**src/rtl/ext_irq_pkg.sv**
```systemverilog
package ext_irq_pkg;

    // Per-pin sense selection
    typedef enum logic [1:0] {
        SNS_LOW  = 2'b00,
        SNS_ANY  = 2'b01,
        SNS_FALL = 2'b10,
        SNS_RISE = 2'b11
    } sense_e;

    // Presentation machine states
    typedef enum logic [1:0] {
        ST_IDLE  = 2'b00,
        ST_SHOW0 = 2'b01,
        ST_SHOW1 = 2'b10
    } show_state_e;

    localparam int NUM_SRC = 2;

endpackage

```
**src/rtl/ext_irq_sense.sv**
```systemverilog
module ext_irq_sense
    import ext_irq_pkg::*;
#(
    parameter int SYNC_STAGES = 2
) (
    input  logic   clk,
    input  logic   rst_n,
    input  logic   pin_i,
    input  sense_e mode_i,
    input  logic   gie_i,
    input  logic   en_i,
    input  logic   clr_wr_i,
    input  logic   clr_ack_i,
    output logic   flag_o,
    output logic   pend_o
);

    logic [SYNC_STAGES-1:0] sync_q;
    logic                   pin_s;
    logic                   prev_q;
    logic                   evt;
    logic                   flag_q;
    logic                   flag_d;

    // Synchroniser, idles high
    always_ff @(posedge clk or negedge rst_n) begin
        if (!rst_n) begin
            sync_q <= '1;
            prev_q <= 1'b1;
        end else begin
            sync_q <= {sync_q[SYNC_STAGES-2:0], pin_i};
            prev_q <= pin_s;
        end
    end

    assign pin_s = sync_q[SYNC_STAGES-1];

    always_comb begin
        unique case (mode_i)
            SNS_ANY:  evt = pin_s ^ prev_q;
            SNS_FALL: evt = prev_q & ~pin_s;
            SNS_RISE: evt = ~prev_q & pin_s;
            default:  evt = 1'b0;
        endcase
    end

    // Flag: event beats any clear; level mode holds it low
    always_comb begin
        flag_d = flag_q;
        if (mode_i == SNS_LOW) begin
            flag_d = 1'b0;
        end else begin
            if (clr_wr_i || clr_ack_i) flag_d = 1'b0;
            if (evt) flag_d = 1'b1;
        end
    end

    always_ff @(posedge clk or negedge rst_n) begin
        if (!rst_n) flag_q <= 1'b0;
        else        flag_q <= flag_d;
    end

    assign flag_o = flag_q;
    assign pend_o = gie_i & en_i & ((mode_i == SNS_LOW) ? ~pin_s : flag_q);

    // level mode keeps the flag cleared
    a_r5_level_no_flag: assert property (@(posedge clk) disable iff (!rst_n)
        (mode_i == SNS_LOW) |=> !flag_q);

    // an edge event in an edge mode sets the flag
    a_r3_event_sets: assert property (@(posedge clk) disable iff (!rst_n)
        (evt && mode_i != SNS_LOW) |=> flag_q);

    // without a clear the flag survives
    a_r4_flag_holds: assert property (@(posedge clk) disable iff (!rst_n)
        (flag_q && !clr_wr_i && !clr_ack_i && mode_i != SNS_LOW) |=> flag_q);

    // acknowledge clears the flag unless a new event arrives
    a_r9_ack_clears: assert property (@(posedge clk) disable iff (!rst_n)
        (clr_ack_i && !evt) |=> !flag_q);

endmodule

```
**src/rtl/ext_irq_regs.sv**
```systemverilog
module ext_irq_regs
    import ext_irq_pkg::*;
#(
    parameter int               ADDR_W    = 6,
    parameter int               DATA_W    = 8,
    parameter logic [ADDR_W-1:0] MASK_ADDR = 6'h3B,
    parameter logic [ADDR_W-1:0] FLAG_ADDR = 6'h3A
) (
    input  logic                clk,
    input  logic                rst_n,
    input  logic [ADDR_W-1:0]   addr_i,
    input  logic                wr_i,
    input  logic [NUM_SRC-1:0]  wbits_i,
    input  logic [NUM_SRC-1:0]  flag_i,
    output logic [NUM_SRC-1:0]  en_o,
    output logic [NUM_SRC-1:0]  flag_clr_o,
    output logic [DATA_W-1:0]   rdata_o
);

    localparam int BIT_LSB = DATA_W - NUM_SRC;

    logic [NUM_SRC-1:0] en_q;
    logic               mask_sel;
    logic               flag_sel;

    assign mask_sel = (addr_i == MASK_ADDR);
    assign flag_sel = (addr_i == FLAG_ADDR);

    always_ff @(posedge clk or negedge rst_n) begin
        if (!rst_n)                en_q <= '0;
        else if (wr_i && mask_sel) en_q <= wbits_i;
    end

    assign en_o       = en_q;
    assign flag_clr_o = (wr_i && flag_sel) ? wbits_i : '0;

    always_comb begin
        rdata_o = '0;
        if (mask_sel)      rdata_o[BIT_LSB +: NUM_SRC] = en_q;
        else if (flag_sel) rdata_o[BIT_LSB +: NUM_SRC] = flag_i;
    end

    // enables change only on a write to their address
    a_r1_mask_hold: assert property (@(posedge clk) disable iff (!rst_n)
        !(wr_i && mask_sel) |=> $stable(en_q));

endmodule

```
**src/rtl/ext_irq_arb.sv**
```systemverilog
module ext_irq_arb
    import ext_irq_pkg::*;
#(
    parameter int PC_W     = 13,
    parameter int VEC_BASE = 2,
    parameter int VEC_STEP = 2
) (
    input  logic                clk,
    input  logic                rst_n,
    input  logic [NUM_SRC-1:0]  pend_i,
    input  logic                ack_i,
    output logic                irq_o,
    output logic [PC_W-1:0]     vec_o,
    output logic [NUM_SRC-1:0]  ack_clr_o
);

    localparam logic [PC_W-1:0] VEC0 = PC_W'(VEC_BASE);
    localparam logic [PC_W-1:0] VEC1 = PC_W'(VEC_BASE + VEC_STEP);

    show_state_e state_q;
    show_state_e state_d;

    // Next-state: take0/take1, ack, drop, preempt, hold, wait
    always_comb begin
        state_d = state_q;
        unique case (state_q)
            ST_IDLE: begin
                if (pend_i[0])      state_d = ST_SHOW0;
                else if (pend_i[1]) state_d = ST_SHOW1;
            end
            ST_SHOW0: begin
                if (ack_i || !pend_i[0]) state_d = ST_IDLE;
            end
            ST_SHOW1: begin
                if (ack_i)          state_d = ST_IDLE;
                else if (pend_i[0]) state_d = ST_SHOW0;
                else if (!pend_i[1]) state_d = ST_IDLE;
            end
            default: state_d = ST_IDLE;
        endcase
    end

    always_ff @(posedge clk or negedge rst_n) begin
        if (!rst_n) state_q <= ST_IDLE;
        else        state_q <= state_d;
    end

    // Outputs decoded from the state register
    always_comb begin
        irq_o     = 1'b0;
        vec_o     = '0;
        ack_clr_o = '0;
        unique case (state_q)
            ST_SHOW0: begin
                irq_o        = 1'b1;
                vec_o        = VEC0;
                ack_clr_o[0] = ack_i;
            end
            ST_SHOW1: begin
                irq_o        = 1'b1;
                vec_o        = VEC1;
                ack_clr_o[1] = ack_i;
            end
            default: ;
        endcase
    end

    // nothing pending means IDLE next
    a_r6_no_pend_idle: assert property (@(posedge clk) disable iff (!rst_n)
        (pend_i == '0) |=> !irq_o);

    // pin 0 pending never leads to pin 1 being shown
    a_r8_pin0_first: assert property (@(posedge clk) disable iff (!rst_n)
        pend_i[0] |=> (state_q != ST_SHOW1));

    // an acknowledge while shown returns to IDLE
    a_r9_ack_exit: assert property (@(posedge clk) disable iff (!rst_n)
        (irq_o && ack_i) |=> (state_q == ST_IDLE));

    // vector is zero whenever no request is shown
    a_r7_idle_vec: assert property (@(posedge clk) disable iff (!rst_n)
        !irq_o |-> (vec_o == '0));

endmodule

```
**src/rtl/ext_irq_ctrl.sv**
```systemverilog
module ext_irq_ctrl
    import ext_irq_pkg::*;
#(
    parameter int                SYNC_STAGES = 2,
    parameter int                ADDR_W      = 6,
    parameter int                DATA_W      = 8,
    parameter int                PC_W        = 13,
    parameter logic [ADDR_W-1:0] MASK_ADDR   = 6'h3B,
    parameter logic [ADDR_W-1:0] FLAG_ADDR   = 6'h3A,
    parameter int                VEC_BASE    = 2,
    parameter int                VEC_STEP    = 2
) (
    input  logic              clk,
    input  logic              rst_n,
    input  logic [1:0]        pin_i,
    input  logic [3:0]        sense_i,
    input  logic              gie_i,
    input  logic [ADDR_W-1:0] io_addr_i,
    input  logic              io_wr_i,
    input  logic [DATA_W-1:0] io_wdata_i,
    output logic [DATA_W-1:0] io_rdata_o,
    input  logic              irq_ack_i,
    output logic              irq_o,
    output logic [PC_W-1:0]   irq_vec_o
);

    localparam int BIT_LSB = DATA_W - NUM_SRC;

    logic [NUM_SRC-1:0] en;
    logic [NUM_SRC-1:0] flag;
    logic [NUM_SRC-1:0] pend;
    logic [NUM_SRC-1:0] clr_wr;
    logic [NUM_SRC-1:0] clr_ack;
    logic [BIT_LSB-1:0] wdata_unused;

    assign wdata_unused = io_wdata_i[BIT_LSB-1:0];

    ext_irq_regs #(
        .ADDR_W    (ADDR_W),
        .DATA_W    (DATA_W),
        .MASK_ADDR (MASK_ADDR),
        .FLAG_ADDR (FLAG_ADDR)
    ) u_regs (
        .clk        (clk),
        .rst_n      (rst_n),
        .addr_i     (io_addr_i),
        .wr_i       (io_wr_i),
        .wbits_i    (io_wdata_i[BIT_LSB +: NUM_SRC]),
        .flag_i     (flag),
        .en_o       (en),
        .flag_clr_o (clr_wr),
        .rdata_o    (io_rdata_o)
    );

    for (genvar g = 0; g < NUM_SRC; g++) begin : g_src
        ext_irq_sense #(
            .SYNC_STAGES (SYNC_STAGES)
        ) u_sense (
            .clk       (clk),
            .rst_n     (rst_n),
            .pin_i     (pin_i[g]),
            .mode_i    (sense_e'(sense_i[2*g +: 2])),
            .gie_i     (gie_i),
            .en_i      (en[g]),
            .clr_wr_i  (clr_wr[g]),
            .clr_ack_i (clr_ack[g]),
            .flag_o    (flag[g]),
            .pend_o    (pend[g])
        );
    end

    ext_irq_arb #(
        .PC_W     (PC_W),
        .VEC_BASE (VEC_BASE),
        .VEC_STEP (VEC_STEP)
    ) u_arb (
        .clk       (clk),
        .rst_n     (rst_n),
        .pend_i    (pend),
        .ack_i     (irq_ack_i),
        .irq_o     (irq_o),
        .vec_o     (irq_vec_o),
        .ack_clr_o (clr_ack)
    );

    // a request falls once global enable was low
    a_r10_gie_drop: assert property (@(posedge clk) disable iff (!rst_n)
        !gie_i |=> !irq_o);

endmodule

```
**config.mk**
```make
export PLATFORM = sky130hd
export DESIGN_NAME = ext_irq_ctrl
export DESIGN_NICKNAME = d
export VERILOG_FILES = /design/src/rtl/ext_irq_pkg.sv /design/src/rtl/ext_irq_sense.sv /design/src/rtl/ext_irq_regs.sv /design/src/rtl/ext_irq_arb.sv /design/src/rtl/ext_irq_ctrl.sv
export SDC_FILE = /design/constraint.sdc
export NUM_CORES = 1
export LEC_CHECK = 0
export BUFFER_PORTS_ARGS = -buffer_cell sky130_fd_sc_hd__buf_2
export CAP_MARGIN = 20
export CORE_MARGIN = 1.5
export CORE_UTILIZATION = 40
export DETAILED_ROUTE_END_ITERATION = 10
export PLACE_DENSITY = 0.72
export REMOVE_ABC_BUFFERS = 1
export SYNTH_ARGS = -nofsm -noshare
export SYNTH_HDL_FRONTEND = slang
export SYNTH_SLANG_ARGS = --single-unit
```
**constraint.sdc**
```tcl
create_clock -name clk -period 2.58 [get_ports clk]
set_input_delay 0.516 -clock clk [delete_from_list [all_inputs] [get_ports clk]]
set_output_delay 0.516 -clock clk [all_outputs]
set_load 0.01 [all_outputs]
```
== After elaboration in Yosys (flattened, before gate mapping) ==
Cells that the tools add are included.

* Register bits: 12
* Logic and storage cells: 72

* Reduce and logical (&&, ||, !) cells: 13
* Bitwise gates (word level): 14
* Multiplexer cells: 24
* Equality and inequality tests: 13

{| class="wikitable"
|+ Operators by type and width
! kind !! count
|-
| 2-to-1 mux 2 bit || 9
|-
| == test 6 bit (second input constant) || 2
|-
| 2-to-1 mux 1 bit || 11
|-
| == test 2 bit (second input constant) || 5
|-
| bitwise AND 1 bit || 8
|-
| == test 2 x 1 -> 1 bit (second input constant) || 3
|-
| zero test 2 bit || 3
|-
| one-hot mux 1 bit (3 select lines) || 2
|-
| one-hot mux 2 bit (3 select lines) || 1
|-
| one-hot mux 3 bit (2 select lines) || 1
|-
| nonzero test 3 bit || 2
|-
| inequality test 4 bit (second input constant) || 1
|-
| inverter 1 bit || 4
|-
| logical OR 1 bit || 3
|-
| inequality test 3 bit (second input constant) || 1
|-
| AND reduction 3 bit || 1
|-
| logical AND 1 bit || 2
|-
| inequality test 2 x 1 -> 1 bit (second input constant) || 1
|-
| OR reduction 2 bit || 1
|-
| XOR 1 bit || 2
|-
| zero test 1 bit || 1
|}

== Logic depth before layout (Yosys ltp) ==
* Word-level depth: 7
* Gate-level depth with buffers: 6
* Mapped depth without buffers: 6

== By module ==
From an unflattened synthesis, not the netlist that was laid out.

* Cell total of the unflattened synthesis: 95
* Area total of the unflattened synthesis: 915.9 um2

{| class="wikitable"
|+ Modules (own cells, without submodules)
! module !! area each (um2) !! cells each !! times used
|-
| ext_irq_sense || 201.4 || 18 || 2
|-
| ext_irq_arb || 309.0 || 36 || 1
|-
| ext_irq_regs || 203.9 || 23 || 1
|}

== Worst setup path after synthesis ==
Ideal clock, no wire load.

* Path kind: register -> register
* Start point: register u_arb.state_q[0]
* End point: register u_arb.state_q[1]
* Cell stages (with the launch flop): 7
* Setup slack: 1.114 ns
* Library setup time: 0.082 ns
* Arrival time: 1.384 ns
* Buffers on the path: 0
* Cells stage by stage: dfrtp_1 -> inv_1 -> ha_1 -> nand2b_4 -> or2_2 -> a21o_2 -> a31oi_1

* Longest elaborated chain between the ends: 3
* Elaborated cells between the ends (all ways): 8
* Classes of those cells: 5 x eq/ne; 1 x mux; 2 x reduce/logical

{| class="wikitable"
|+ Ends and longest elaborated chain
! element !! line !! source
|-
| from (decl) || ext_irq_arb.sv:20 || <nowiki>show_state_e state_q;</nowiki>
|-
| from (signal assigned) || ext_irq_arb.sv:45 || <nowiki>else state_q <= state_d;</nowiki>
|-
| == test 2 bit (tied with other cells) || ext_irq_arb.sv:26 || <nowiki>unique case (state_q)</nowiki>
|-
| inequality test 4 bit (no line) (tied with other cells) || n/a ||
|-
| AND reduction 3 bit (no line) || n/a ||
|}

Several ways; a longest one is shown, not always the timed one.
A chain may end at the register's enable or synchronous reset.

== Worst setup path in the final report ==
* Start point: register u_arb.state_q[1]
* End point: output irq_o

* Longest elaborated chain between the ends: 3
* Elaborated cells between the ends (all ways): 4
* Classes of those cells: 2 x eq/ne; 1 x mux; 1 x reduce/logical

{| class="wikitable"
|+ Ends and longest elaborated chain
! element !! line !! source
|-
| == test 2 x 1 -> 1 bit / == test 2 bit (equally long branches) || ext_irq_arb.sv:53 || <nowiki>unique case (state_q)</nowiki>
|-
| OR reduction 2 bit (no line) (*) || n/a ||
|-
| 2-to-1 mux 1 bit (*) || ext_irq_arb.sv:53 ||
|-
| to (decl) || ext_irq_ctrl.sv:23 || <nowiki>output logic irq_o,</nowiki>
|}

Mark *: on every way between the ends. The rest lies on a longest branch, timed or not.

==> impl_metrics.yaml <==
critical_path:
  cp_cell_sequence: "inv_1 -> ha_1 -> buf_2"
  worst-path-buf-inv: 2
  cp-start-kind: "flip-flop"
  worst_path_max_delay_cell: "dfrtp_1"
  cp-end-kind: "primary output"
  r2r_cells: 6
  critPathMaxStageDelay_ns: 0.41
  crit_family: "flip-flops"
  rrSetupSlack_ns: 1.07
  worstSetupPathType: "flip-flop to primary output"
  r2r_start: "u_arb.state_q[0]"
  crit_fanout: 4
  arrival_ns: 1.19
  reg2reg_to: "u_arb.state_q[1]"
  cp.required_ns: 2.06
floorplanning:
  core_area_mm2: 0.00202
  ios: 47
  rows: 16
  dieArea_mm2: 0.00250
  die_h_um: 50.0
  fp.dieW_um: 50.0
  initial_core_util: 0.437
clock_network:
  h-tree-depth: 1
  postCtsHoldBufs: 0
  cts_root_buf: "clkbuf_4"
  cts_buffer_depth: 2
  cts.repair.resized: 0
  numCtsBuffers: 3
  clkTransAtPathRegs_ns: 0.07
  cts_tree: "done"
  cts_setup_buffers: 0
  cts_num_sinks: 12
  clk_latency_ns: 0.27
place:
  placed_area_um2: 966
  dp_cells: 137
  gp_congestion: 0.803
  hpwlAfterDp_mm: 1.25
  portBuffers: 23
synthesis:
  yosysWarnings: 0
  yosysTopAreaCellShare: 0.178
  netlist_top_cells_count: "17 x buf_4, 8 x ha_1, 8 x inv_1, 6 x dfrtp_1, 6 x dfstp_2"
  syn_area_um2: 885
  syn_inst: 88
  synth_edf_count: 0
  syn_avg_cell_area_um2: 10.1
  synthDistinctLibCells: 30
  synth-seq-cells: 12
  async_flop_share: 1.00
  synth_area_leaders: "dfstp_2 18%, dfrtp_1 17%, buf_4 14%"
  ys_seq_area_frac: 0.348
  synthFlopType: "dfstp_2"
  post-synth-top-count-cell: "buf_4"
  yosys.area.top_type: "dfstp_2"
route:
  drcViolationCount: 0
  drt_iter0_markers: 4
  vias: 637
  detail-route-antenna-nets: 0
  avgViaCountPerCell: 4.52
  drt_first_pass_iters: 4
  finalWirelength_mm: 1.44
  routedWlPerCell_um: 10.2
sta:
  drv_slew: 0
  timing.hold.ws_ns: 0.101
  period_share: 0.660
  setup_tns_ns: 0
  rsz0062_at_grt: "false"
  final-hold-violation-count: 0
  skew_ns: 0.00166
  min_period_ns: 1.70
  finalSetupViolCount: 0
  max_freq_ghz: 0.587
layout:
  syn_to_final_growth_pct: 13.3
  finalNetCount: 148
  drive_gt1_frac: 0.386
  antenna_cells: 0
  finalInstanceArea_mm2: 0.00100
  fin_cells: 141
grt:
  grt-ovfl-total: 0
  grt_max_degree: 13
  grt_pass1_wl_mm: 2.44
  antenna_found_initial: 0
  grt_use_total: 0.133
  grt_pass1_vias: 621
power:
  cellLeakagePower_nw: 0.525
  cellPowerDensity_mw_per_mm2: 590
  peakVddDrop_mv: 0.336
worst_hold_path:
  hold_class: "input port to asynchronous set/reset pin"
run:
  cap_violations: 0
run_status:
  status: "finished, final reports clean"
[sequential cells by signal, summed over array words and instances, names as in the netlist]
register and count:
g_src.u_sense.sync_q 4, g_src.u_sense.flag_o 2, g_src.u_sense.prev_q 2, u_arb.state_q 2
u_regs.en_o 2
[routing by layer]
layer	up-vias	track usage	routed length, um
li1	315	-	-
met1	283	0.162	636
met2	36	0.217	673
met3	3	0.0182	102
met4	0	0.0833	29
met5	-	0	0
[how the worst max path moves through the flow]
stage / from / endpoint / slack [ns] / cells after the start
after floorplan: u_arb.state_q[0] / u_arb.state_q[1] / 1.11 / 6
after global routing: u_arb.state_q[0] / irq_vec_o[2] / 0.81 / 3
after global placement: io_addr_i[4] / io_rdata_o[7] / 1.03 / 5
after detailed placement: io_addr_i[4] / io_rdata_o[6] / 1.0 / 5
final: u_arb.state_q[1] / irq_o / 0.88 / 3
after CTS: u_arb.state_q[1] / irq_o / 0.87 / 3
[cell families after synthesis]
kind of cell	Yosys count	synth area share
DFF	12	0.348
AOI/OAI and AO/OA	16	0.153
other	1	0.00424
adders and majority gates	8	0.113
buffers and inverters	25	0.178
muxes	6	0.0721
and+or+nand+nor	20	0.132
[where the power goes]
part	internal (mW)	switching (mW)
clock	0.0858	0.0618
sequential	0.219	0.0258
combinational	0.0875	0.111
[worst reg2reg max path, cell delays in order (launching register included)]
cell      delay (ns)
dfrtp_1         0.40
inv_1           0.10
ha_1            0.24
nand2b_4        0.07
or2_2           0.27
a21o_2          0.19
a31oi_1         0.16
[stage by stage]
stage | setup WS (ns) | power, mW | util
final | 0.877 | 0.591 | 0.496
after global placement | 1.03 | 0.441 | 0.478
after detailed placement | 0.999 | 0.447 | 0.478
after floorplan | 1.11 | 0.383 | -
after CTS | 0.866 | 0.600 | 0.496
after global routing | 0.815 | 0.637 | 0.496
[layout by cell type, fill, tap and decap left out, types with 3 or more instances in the layout]
master and count:
conb_1 17, nor2b_1 3, ha_1 8, inv_1 8, clkbuf_4 3, nand2_1 5
a21oi_1 4, dfrtp_1 6, dfstp_2 6, mux2_2 3, buf_2 23, nor2_1 4
mux2i_1 3
[cell type report]
class                   count  area (um2)
clock buffers               4        36.3
fillers                   191        1020
inverters                   8        30.0
multi-input cells          67         479
flip-flops and latches     12         308
well taps                  27        33.8
repair buffers             23         115
Note: power is estimated with default switching activity, not from simulation.
